===== src/rtl/rtc_pkg.sv =====
package rtc_pkg;

    localparam int DW = 8;
    localparam int AW = 4;

    localparam logic [AW-1:0] ADDR_SEC     = 4'd0;
    localparam logic [AW-1:0] ADDR_SEC_AL  = 4'd1;
    localparam logic [AW-1:0] ADDR_MIN     = 4'd2;
    localparam logic [AW-1:0] ADDR_MIN_AL  = 4'd3;
    localparam logic [AW-1:0] ADDR_HOUR    = 4'd4;
    localparam logic [AW-1:0] ADDR_HOUR_AL = 4'd5;
    localparam logic [AW-1:0] ADDR_DOW     = 4'd6;
    localparam logic [AW-1:0] ADDR_DATE    = 4'd7;
    localparam logic [AW-1:0] ADDR_MONTH   = 4'd8;
    localparam logic [AW-1:0] ADDR_YEAR    = 4'd9;
    localparam logic [AW-1:0] ADDR_CTRL    = 4'd10;
    localparam logic [AW-1:0] ADDR_STAT    = 4'd11;

    typedef struct packed {
        logic [DW-1:0] sec;
        logic [DW-1:0] min;
        logic [DW-1:0] hour;
        logic [DW-1:0] dow;
        logic [DW-1:0] date;
        logic [DW-1:0] month;
        logic [DW-1:0] year;
    } rtc_time_t;

    typedef struct packed {
        logic h24;
        logic bin;
        logic hold;
    } rtc_ctrl_t;

    localparam rtc_time_t TIME_RST = '{sec: 8'h00, min: 8'h00, hour: 8'h00,
                                       dow: 8'h01, date: 8'h01, month: 8'h01,
                                       year: 8'h00};
    localparam rtc_ctrl_t CTRL_RST = '{h24: 1'b1, bin: 1'b0, hold: 1'b0};
    localparam logic [DW-1:0] ALARM_RST = 8'hFF;

    function automatic logic is_time_addr(input logic [AW-1:0] a);
        return (a == ADDR_SEC) || (a == ADDR_MIN) || (a == ADDR_HOUR) ||
               (a == ADDR_DOW) || (a == ADDR_DATE) || (a == ADDR_MONTH) ||
               (a == ADDR_YEAR);
    endfunction

    // stored byte -> binary value
    function automatic logic [DW-1:0] dec_byte(input logic [DW-1:0] v, input logic bin);
        return bin ? v : (8'(v[7:4]) * 8'd10 + 8'(v[3:0]));
    endfunction

    // binary value (< 100) -> stored byte
    function automatic logic [DW-1:0] enc_byte(input logic [DW-1:0] b, input logic bin);
        return bin ? b : (((b / 8'd10) << 4) | (b % 8'd10));
    endfunction

    // stored hours byte -> 0..23
    function automatic logic [DW-1:0] hour_to24(input logic [DW-1:0] v,
                                                input logic bin, input logic h24);
        logic [DW-1:0] h;
        if (h24) return dec_byte(v, bin);
        h = dec_byte({1'b0, v[6:0]}, bin);
        if (h == 8'd12) h = 8'd0;
        return v[7] ? (h + 8'd12) : h;
    endfunction

    // 0..23 -> stored hours byte
    function automatic logic [DW-1:0] hour_from24(input logic [DW-1:0] h,
                                                  input logic bin, input logic h24);
        logic [DW-1:0] h12;
        if (h24) return enc_byte(h, bin);
        h12 = (h >= 8'd12) ? (h - 8'd12) : h;
        if (h12 == 8'd0) h12 = 8'd12;
        return {(h >= 8'd12), 7'(enc_byte(h12, bin))};
    endfunction

    function automatic logic [DW-1:0] month_len(input logic [DW-1:0] m, input logic [DW-1:0] y);
        case (m)
            8'd2:                     return ((y % 8'd4) == 8'd0) ? 8'd29 : 8'd28;
            8'd4, 8'd6, 8'd9, 8'd11:  return 8'd30;
            default:                  return 8'd31;
        endcase
    endfunction

endpackage


===== src/rtl/rtc_advance.sv =====
module rtc_advance
    import rtc_pkg::*;
(
    input  rtc_time_t cur,
    input  logic      bin,
    input  logic      h24,
    output rtc_time_t nxt
);
    localparam logic [DW-1:0] SEC_TOP  = 8'd59;
    localparam logic [DW-1:0] MIN_TOP  = 8'd59;
    localparam logic [DW-1:0] HOUR_TOP = 8'd23;
    localparam logic [DW-1:0] DOW_TOP  = 8'd7;
    localparam logic [DW-1:0] MON_TOP  = 8'd12;
    localparam logic [DW-1:0] YEAR_TOP = 8'd99;

    logic [DW-1:0] s, m, h, d, dt, mo, y, mlen;
    logic          c_min, c_hr, c_day, c_mon, c_yr;

    always_comb begin
        s    = dec_byte(cur.sec, bin);
        m    = dec_byte(cur.min, bin);
        h    = hour_to24(cur.hour, bin, h24);
        d    = dec_byte(cur.dow, bin);
        dt   = dec_byte(cur.date, bin);
        mo   = dec_byte(cur.month, bin);
        y    = dec_byte(cur.year, bin);
        mlen = month_len(mo, y);

        c_min = (s >= SEC_TOP);
        c_hr  = c_min && (m >= MIN_TOP);
        c_day = c_hr && (h >= HOUR_TOP);
        c_mon = c_day && (dt >= mlen);
        c_yr  = c_mon && (mo >= MON_TOP);

        nxt.sec   = enc_byte(c_min ? 8'd0 : s + 8'd1, bin);
        nxt.min   = c_min ? enc_byte(c_hr ? 8'd0 : m + 8'd1, bin) : cur.min;
        nxt.hour  = c_hr  ? hour_from24(c_day ? 8'd0 : h + 8'd1, bin, h24) : cur.hour;
        nxt.dow   = c_day ? enc_byte((d >= DOW_TOP) ? 8'd1 : d + 8'd1, bin) : cur.dow;
        nxt.date  = c_day ? enc_byte(c_mon ? 8'd1 : dt + 8'd1, bin) : cur.date;
        nxt.month = c_mon ? enc_byte(c_yr ? 8'd1 : mo + 8'd1, bin) : cur.month;
        nxt.year  = c_yr  ? enc_byte((y >= YEAR_TOP) ? 8'd0 : y + 8'd1, bin) : cur.year;
    end
endmodule


===== src/rtl/rtc_alarm.sv =====
module rtc_alarm
    import rtc_pkg::*;
(
    input  logic          clk,
    input  logic          rst,
    input  logic          adv,
    input  logic [DW-1:0] new_sec,
    input  logic [DW-1:0] new_min,
    input  logic [DW-1:0] new_hour,
    input  logic [DW-1:0] al_sec,
    input  logic [DW-1:0] al_min,
    input  logic [DW-1:0] al_hour,
    input  logic          clr,
    output logic          flag
);
    logic hit;

    assign hit = adv && (new_sec == al_sec) && (new_min == al_min) && (new_hour == al_hour);

    always_ff @(posedge clk) begin
        if (rst)      flag <= 1'b0;
        else if (hit) flag <= 1'b1;
        else if (clr) flag <= 1'b0;
    end

    AST_FLAG_ON_MATCH: assert property (@(posedge clk) disable iff (rst)
        hit |=> flag);
    AST_FLAG_NO_SPURIOUS: assert property (@(posedge clk) disable iff (rst)
        (!hit && !flag) |=> !flag);
    AST_FLAG_READ_CLEARS: assert property (@(posedge clk) disable iff (rst)
        (clr && !hit) |=> !flag);
endmodule


===== src/rtl/rtc_calendar_core.sv =====
module rtc_calendar_core
    import rtc_pkg::*;
(
    input  logic          clk,
    input  logic          rst,
    input  logic          tick_1hz,
    input  logic          host_we,
    input  logic          host_re,
    input  logic [AW-1:0] host_addr,
    input  logic [DW-1:0] host_wdata,
    output logic [DW-1:0] host_rdata
);
    rtc_time_t     work, shadow, nxt;
    rtc_ctrl_t     ctrl;
    logic [DW-1:0] al_sec, al_min, al_hour;
    logic          adv, time_wr, stat_clr, alarm_flag;

    assign adv      = tick_1hz && !ctrl.hold;
    assign time_wr  = host_we && ctrl.hold && is_time_addr(host_addr);
    assign stat_clr = host_re && (host_addr == ADDR_STAT);

    rtc_advance u_adv (
        .cur (work),
        .bin (ctrl.bin),
        .h24 (ctrl.h24),
        .nxt (nxt)
    );

    rtc_alarm u_alarm (
        .clk      (clk),
        .rst      (rst),
        .adv      (adv),
        .new_sec  (nxt.sec),
        .new_min  (nxt.min),
        .new_hour (nxt.hour),
        .al_sec   (al_sec),
        .al_min   (al_min),
        .al_hour  (al_hour),
        .clr      (stat_clr),
        .flag     (alarm_flag)
    );

    // working counters
    always_ff @(posedge clk) begin
        if (rst) begin
            work <= TIME_RST;
        end else if (adv) begin
            work <= nxt;
        end else if (time_wr) begin
            case (host_addr)
                ADDR_SEC:   work.sec   <= host_wdata;
                ADDR_MIN:   work.min   <= host_wdata;
                ADDR_HOUR:  work.hour  <= host_wdata;
                ADDR_DOW:   work.dow   <= host_wdata;
                ADDR_DATE:  work.date  <= host_wdata;
                ADDR_MONTH: work.month <= host_wdata;
                ADDR_YEAR:  work.year  <= host_wdata;
                default: ;
            endcase
        end
    end

    // read-side copy, refreshed one clock behind the counters
    always_ff @(posedge clk) begin
        if (rst) shadow <= TIME_RST;
        else     shadow <= work;
    end

    // control and alarm bytes
    always_ff @(posedge clk) begin
        if (rst) begin
            ctrl    <= CTRL_RST;
            al_sec  <= ALARM_RST;
            al_min  <= ALARM_RST;
            al_hour <= ALARM_RST;
        end else if (host_we) begin
            case (host_addr)
                ADDR_CTRL:    ctrl    <= rtc_ctrl_t'(host_wdata[2:0]);
                ADDR_SEC_AL:  al_sec  <= host_wdata;
                ADDR_MIN_AL:  al_min  <= host_wdata;
                ADDR_HOUR_AL: al_hour <= host_wdata;
                default: ;
            endcase
        end
    end

    always_comb begin
        case (host_addr)
            ADDR_SEC:     host_rdata = shadow.sec;
            ADDR_SEC_AL:  host_rdata = al_sec;
            ADDR_MIN:     host_rdata = shadow.min;
            ADDR_MIN_AL:  host_rdata = al_min;
            ADDR_HOUR:    host_rdata = shadow.hour;
            ADDR_HOUR_AL: host_rdata = al_hour;
            ADDR_DOW:     host_rdata = shadow.dow;
            ADDR_DATE:    host_rdata = shadow.date;
            ADDR_MONTH:   host_rdata = shadow.month;
            ADDR_YEAR:    host_rdata = shadow.year;
            ADDR_CTRL:    host_rdata = {5'b0, ctrl};
            ADDR_STAT:    host_rdata = {7'b0, alarm_flag};
            default:      host_rdata = '0;
        endcase
    end

    AST_HOLD_WITHOUT_TICK: assert property (@(posedge clk) disable iff (rst)
        (!tick_1hz && !host_we) |=> $stable(work));
    AST_SEC_STEP: assert property (@(posedge clk) disable iff (rst)
        (adv && !host_we && (dec_byte(work.sec, ctrl.bin) < 8'd59))
        |=> (dec_byte(work.sec, ctrl.bin) == $past(dec_byte(work.sec, ctrl.bin)) + 8'd1));
    AST_SET_DROPS_TICK: assert property (@(posedge clk) disable iff (rst)
        (ctrl.hold && !host_we) |=> $stable(work));
    AST_TIME_WRITE_IGNORED: assert property (@(posedge clk) disable iff (rst)
        (!ctrl.hold && !tick_1hz && host_we && is_time_addr(host_addr)) |=> $stable(work));
endmodule


===== config.mk =====
export PLATFORM = sky130hd
export DESIGN_NAME = rtc_calendar_core
export DESIGN_NICKNAME = d
export VERILOG_FILES = /design/src/rtl/rtc_pkg.sv /design/src/rtl/rtc_advance.sv /design/src/rtl/rtc_alarm.sv /design/src/rtl/rtc_calendar_core.sv
export SDC_FILE = /design/constraint.sdc
export NUM_CORES = 1
export LEC_CHECK = 0
export ABC_AREA = 1
export ABC_CLOCK_PERIOD_IN_PS = 5700
export CORE_AREA = 2 2 172 174
export CTS_CLUSTER_DIAMETER = 80
export DETAILED_ROUTE_END_ITERATION = 10
export DIE_AREA = 0 0 174 176
export PLACE_DENSITY = 0.67
export SKIP_LAST_GASP = 1
export SLEW_MARGIN = 20
export SYNTH_ARGS = -nofsm -noshare
export SYNTH_HDL_FRONTEND = slang
export SYNTH_SLANG_ARGS = --single-unit

===== constraint.sdc =====
create_clock -name clk -period 5.7 [get_ports clk]
set_input_delay 1.14 -clock clk [delete_from_list [all_inputs] [get_ports clk]]
set_output_delay 1.14 -clock clk [all_outputs]
set_load 0.02 [all_outputs]

* Yosys cells after proc, flatten, opt, wreduce, memory -nomap -nowiden
Index checks and enable logic that the tools add are counted.
** Word-level totals
- Bits in registers :: 140
** Cells by class
- Multipliers :: 8
- Reduce and logical (&&, ||, !) cells :: 42
- Multiplexer cells :: 54
- $lt $le $gt $ge :: 8
- Eq/ne operators :: 23
- Divide/modulo/power cells :: 16
- Bitwise gates (word level) :: 8
- Add/sub/neg operators :: 17
** Operators by type and width (count)
- $mux W8 :: 45
- $mux W56 :: 2
- $pmux W8 S12 :: 1
- $div A8 B4 Y8 const B :: 8
- $mod A8 B4 Y8 const B :: 8
- $add A8 B1 Y8 const B :: 7
- $add A8 B4 Y8 :: 7
- $or A8 B8 Y8 :: 7
- $mul A4 B3 Y7 const B :: 7
- $eq A8 B4 Y1 const B :: 3
- $eq A8 B8 Y1 :: 3
- $reduce_bool A2 Y1 :: 9
- $eq A4 B3 Y1 const B :: 4
- $eq A4 B4 Y1 const B :: 4
- $eq A8 B3 Y1 const B :: 2
- $ge A8 B4 Y1 const B :: 2
- $ge A8 B6 Y1 const B :: 2
- $logic_not A8 Y1 :: 2
- $pmux W8 S2 :: 1
- $reduce_and A2 Y1 :: 7
- $reduce_and A3 Y1 :: 4
- $logic_and A1 B1 Y1 :: 11
- $add A7 B4 Y8 :: 1
- $add A8 B4 Y8 const B :: 1
- 17 further kinds :: 28

* Longest topological paths before layout
- Depth in word-level cells :: 25
- Mapped depth :: 65
- Gate-level depth less buffers :: 65

* By module
From an unflattened synthesis, not the netlist that was laid out.
** Unflattened totals
- Cells, all modules :: 2454
- Area total of the unflattened synthesis :: 14716.6 um^2
** Modules (own cells, without submodules)
- rtc_advance :: area an instance 7825.0 um^2, times used 1, cells each 1393, sequential area each 0.0 um^2
- rtc_calendar_core :: area an instance 6447.4 um^2, times used 1, cells each 960, sequential area each 2782.7 um^2
- rtc_alarm :: area an instance 444.2 um^2, times used 1, cells each 101, sequential area each 20.0 um^2

* Worst setup path before layout
Ideal clock, no wire load.
- Path type :: register -> register
- Start point :: register work[53] (netlist name)
- End point :: register u_alarm.flag
- Arrival time :: 6164 ps
- Setup slack :: -534 ps
- Stages on the path, launching flop included :: 56
- Setup time :: 71 ps
- Path buffers :: 0
- Cell sequence :: dfxtp_1 > ha_1 > ha_1 > fa_1 > xor2_1 > o21ai_0 > nand4_1 > nand2_2 > nand2_4 > inv_4 > nand2_8 > nand2_1 > inv_1 > ha_1 > inv_1 > nand2_4 > nor2_4 > nand2_2 > [... 20 more ...] > nand2_1 > inv_1 > ha_1 > inv_1 > nand3_1 > nand2_1 > nand2_1 > nand2_1 > nand3_1 > nand2_1 > nand2_1 > nand2_1 > nand2_1 > nand2_1 > nand2_1 > nand2_1 > nand4_1 > a21oi_1
** On the way
- Word-level cells in the longest chain between the ends :: 20
- Elaborated cells on any way between the ends :: 44
** RTL lines
- start: declaration :: line rtc_calendar_core.sv:13 : rtc_time_t work, shadow, nxt;
- start signal: assignment :: line rtc_calendar_core.sv:48 : work <= nxt;
- $mul A4 B3 Y7 :: line rtc_pkg.sv:49 : return bin ? v : (8'(v[7:4]) * 8'd10 + 8'(v[3:0]));
- $add A8 B4 Y8 :: line rtc_pkg.sv:49
- $mux W8 (*) :: line rtc_pkg.sv:49
- $ge A8 B6 Y1 :: line rtc_advance.sv:29 : c_min = (s >= SEC_TOP);
- $logic_and A1 B1 Y1 :: line rtc_advance.sv:30 : c_hr = c_min && (m >= MIN_TOP);
- $logic_and A1 B1 Y1 :: line rtc_advance.sv:31 : c_day = c_hr && (h >= HOUR_TOP);
- $mux W8 :: line rtc_advance.sv:37 : nxt.hour = c_hr ? hour_from24(c_day ? 8'd0 : h + 8'd1, bin, h24) : cur.hour;
- $sub A8 B4 Y8 or $ge A8 B4 Y1 (tied branches) :: line rtc_pkg.sv:72, rtc_pkg.sv:74
- [... 4 more ...]
- $mod A8 B4 Y8 or $div A8 B4 Y8 (tied branches) :: line rtc_pkg.sv:54 : return bin ? b : (((b / 8'd10) << 4) | (b % 8'd10));
- $or A7 B7 Y7 :: line rtc_pkg.sv:54
- $mux W7 :: line rtc_pkg.sv:54
- $mux W8 :: line rtc_pkg.sv:72 : h12 = (h >= 8'd12) ? (h - 8'd12) : h;
- $mux W8 :: line rtc_advance.sv:37
- $eq A8 B8 Y1 :: line rtc_alarm.sv:18 : assign hit = adv && (new_sec == al_sec) && (new_min == al_min) && (new_hour == al_hour);
- $logic_and A1 B1 Y1 (*) :: line rtc_alarm.sv:18
- $mux W1 or $reduce_bool A2 Y1 (tied branches)
- end signal: assignment :: line rtc_alarm.sv:21 : if (rst) flag <= 1'b0;
- end signal: assignment :: line rtc_alarm.sv:22 : else if (hit) flag <= 1'b1;
- end signal: assignment :: line rtc_alarm.sv:23 : else if (clr) flag <= 1'b0;
- end: declaration :: line rtc_alarm.sv:14 : output logic flag
Mark *: on every way between the ends. The rest lies on a longest branch, timed or not. The select of a mux whose other input is x is not followed.
A chain may end at the register's enable or synchronous reset.

* Worst setup path in the final report
- Start point :: register work[15] (netlist name)
- End point :: register work[10] (netlist name)
** On the way
- Word-level cells in the longest chain between the ends :: 15
- Elaborated cells on any way between the ends :: 23
** RTL lines
- $mul A4 B3 Y7 :: line rtc_pkg.sv:49
- $add A8 B4 Y8 :: line rtc_pkg.sv:49
- $mux W8 (*) :: line rtc_pkg.sv:49
- $eq A8 B3 Y1 or $eq A8 B4 Y1 (tied branches) :: line rtc_pkg.sv:78 : case (m)
- $reduce_or A4 Y1 :: line rtc_pkg.sv:78
- $pmux W8 S2 :: line rtc_pkg.sv:78
- $ge A8 B8 Y1 :: line rtc_advance.sv:32 : c_mon = c_day && (dt >= mlen);
- $logic_and A1 B1 Y1 :: line rtc_advance.sv:32
- $logic_and A1 B1 Y1 :: line rtc_advance.sv:33 : c_yr = c_mon && (mo >= MON_TOP);
- $mux W8 :: line rtc_advance.sv:40 : nxt.month = c_mon ? enc_byte(c_yr ? 8'd1 : mo + 8'd1, bin) : cur.month;
- $mod A8 B4 Y8 :: line rtc_pkg.sv:54
- $or A8 B8 Y8 :: line rtc_pkg.sv:54
- $mux W8 :: line rtc_pkg.sv:54
- $mux W8 :: line rtc_advance.sv:40
- $mux W56 :: line rtc_calendar_core.sv:47 : end else if (adv) begin
Marks and branches as above.

==> flow_metrics.tcl <==
set metrics [dict create \
    cp_slowest_cell "fa_1" \
    final_util_pct 62.1 \
    synth_cell_type_count 61 \
    ios 25 \
    layout.nets 2487 \
    crit_path_start "work[15]" \
    gp_congestion 0.967 \
    synthMuxAreaShare_pct 0.154 \
    cts_buffers 17 \
    grt_max_degree 93 \
    drt_iter0_markers 1195 \
    synth_xor_xnor_area_share_pct 4.55 \
    hp-class "flip-flop to flip-flop" \
    cts_hold_buf 0 \
    instances_no_fill 2766 \
    timing.final.crit_share_pct 109 \
    synth_area_leaders "dfxtp_1 21%, nand2_1 15%, ha_1 8.3%" \
    cp-end-kind "flip-flop" \
    clk_latency_ns 0.43 \
    max_freq_mhz 161 \
    clkTransAtPathRegs_ns 0.07 \
    synth_compound_area_share_pct 17.2 \
    clock_path_buffers 2 \
    drv_slew 0 \
    grt-ovfl-total 0 \
    cp_common_cell "buf_4" \
    synthAdderAreaFrac_pct 10.5 \
    layout_common_cells "443 x nand2_1, 292 x buf_4, 262 x inv_1" \
    vias_per_cell 5.38 \
    synth_fp_nets 2189 \
    cts_tree "built" \
    synthSimpleGateAreaFrac_pct 35.0 \
    syn-cell-area_mm2 0.0130 \
    dp_cells 2660 \
    critPathMaxFanout 6 \
    violations "setup timing" \
    numPortBuffers 24 \
    ys_ff_latch 140 \
    max_stage_delay_ns 0.52 \
    setup_violations 20 \
    h-tree-depth 4 \
    rows 62 \
    peakVddDrop_mv 0.220 \
    yosys.area.top_type_share_pct 21.5 \
    firstDrtPassIters 6 \
    synth_top_family_by_area "simple AND/OR/NAND/NOR gates" \
    hpwlAfterDp_mm 32.0 \
    mostFrequentLayoutCell "nand2_1" \
    diodes 0 \
    wirelength_mm 43.8 \
    cp_num_buf_inv 13 \
    rsz0062_at_grt "yes" \
    antenna_found_initial 1 \
    reg2reg_from "work[15]" \
    area_growth_pct 35.9 \
    maxCapViolations 0 \
    drc 0 \
    start_util_pct 45.7 \
    p_per_area_mw_per_mm2 253 \
    cp.arrival_ns 6.58 \
    die_h_um 176 \
    ys_warn_count 0 \
    critPathTopFamily "simple AND/OR/NAND/NOR gates" \
    antenna_left 0 \
    worstMarginPinSlew_ns 1.00 \
    clock-sinks 140 \
    root_buffer "clkbuf_16" \
    track_usage_pct 27.7 \
    die_x_um 174 \
    leakagePower_nw 8.81 \
    die_area_mm2 0.0306 \
    yosysSeqAreaShare_pct 21.5 \
    drive_above_1_share_pct 29.2 \
    hold_viol_final 0 \
    syn_area_per_cell_um2 6.30 \
    fin_ws_ns -0.518 \
    fill_cells 2611 \
    core_area_mm2 0.0285 \
    crit_path_start_kind "flip-flop" \
    synth_top_area_cell "dfxtp_1" \
    grt_first_pass_wirelength_mm 69.5 \
    grt_pass1_vias 14234 \
    worstSetupPathType "flip-flop to flip-flop" \
    fin_crit_ns 6.22 \
    num_vias 14881 \
    worstHoldStart "work[1]" \
    required_ns 6.06 \
    maxSlewHeadroom_pct 33.2 \
    drt-wirelength-per-cell_um 15.8 \
    netlist_instances 2071 \
    outcome "complete, but fails checks" \
    worst_clock_skew_ns 0.0100 \
]
[cell usage after synthesis (all sizes together)]
master   number
nand2       578
inv         310
nor2        213
o21ai       175
nand3       152
dfxtp       140
ha           87
a21oi        83
xor2         51
a31oi        50
clkbuf       32
nand4        27
o211ai       24
buf          23
a221oi       19
xnor2        15
fa           14
nand3b       14
or2          13
nor3          6
a22o          5
clkinv        5
and2          4
nor4          4
o21bai        4
o22ai         4
o2111ai       3
a21boi        2
mux2i         2
o221ai        2
a2111o        1
a211o         1
a21o          1
a311o         1
a31o          1
nor3b         1
o21a          1
o2bb2ai       1
o311ai        1
o41ai         1
[final timing paths]
| kind | cells after the start | slack [ns] | end |
|---|---|---|---|
| setup reg to reg | 41 | -0.52 | work[10] |
| hold / removal | 2 | 0.48 | shadow[1] |
| setup / recovery | 41 | -0.52 | work[10] |
| hold reg to reg | 2 | 0.48 | shadow[1] |
[sequential cells by signal (all words and copies together), names as in the netlist]
signal and cells:
al_min 8, shadow 56, ctrl 3, work 56
al_hour 8, al_sec 8, u_alarm.flag 1
[cell type report]
type                       instances  area, µm²  area share [%]
tap                              384        480            2.71
inverter                         315       1220            6.88
multi-input combinational       1561       9920            56.0
clock buffer                      17        425            2.40
clock inverter                    15        211            1.19
timing repair buffer             334       2650            14.9
sequential                       140       2820            15.9
[cells by family (layout without fill, tap and decap cells)]
logic type / count (synthesis) / after routing
AOI/OAI and AO/OA: 380 / 380
xor gates and xnor gates: 66 / 66
adders and majority gates: 101 / 101
buffers and inverters: 370 / 681
DFF: 140 / 140
muxes: 2 / 2
and+or+nand+nor: 1012 / 1012
[what timing repair did]
item                                    in CTS  in global routing
hold endpoints to repair                     0                  0
buffers inserted                            41                 33
pin swaps                                   64                 94
resized for setup                          113                163
endpoints found under the setup margin      20                 30
[per-layer routing]
layer  global-route usage (%)  wire [µm]  part of all wire, %
met1                     34.4      18300                   42
met5                        0          8                0.018
met2                     48.6      21400                   49
met3                     5.00       2940                  6.7
met4                     8.72       1240                  2.8
[worst reg2reg max path: cells and delay by family, from the launching register on]
kind | cells | cell delay [ns]
compound gates | 7 | 0.90
xor+xnor | 2 | 0.29
fa+ha+maj | 4 | 1.18
buf+inv | 13 | 1.50
flops | 1 | 0.34
mux | 1 | 0.16
simple gates | 14 | 1.82
[report_power, final]
group | internal [mW] | switching [mW] | total, mW
Sequential | 1.03 | 0.0459 | 1.08
Clock | 0.740 | 0.466 | 1.21
Combinational | 0.898 | 1.30 | 2.19
Total | 2.67 | 1.81 | 4.48
[per-stage QoR]
stage	setup slack, ns	TNS, ns	power, mW	hold slack [ns]	cell area (µm²)
floorplan	-0.215	-0.378	2.41	0.431	13200
global placement	-0.393	-4.10	3.03	0.454	15500
detailed placement	-0.587	-7.35	3.07	0.459	15500
CTS	-0.338	-2.32	4.33	0.468	16800
global route	-1.03	-15.36	4.78	0.491	17700
finish	-0.518	-6.58	4.48	0.476	17700
(Power assumes the default switching activity.)
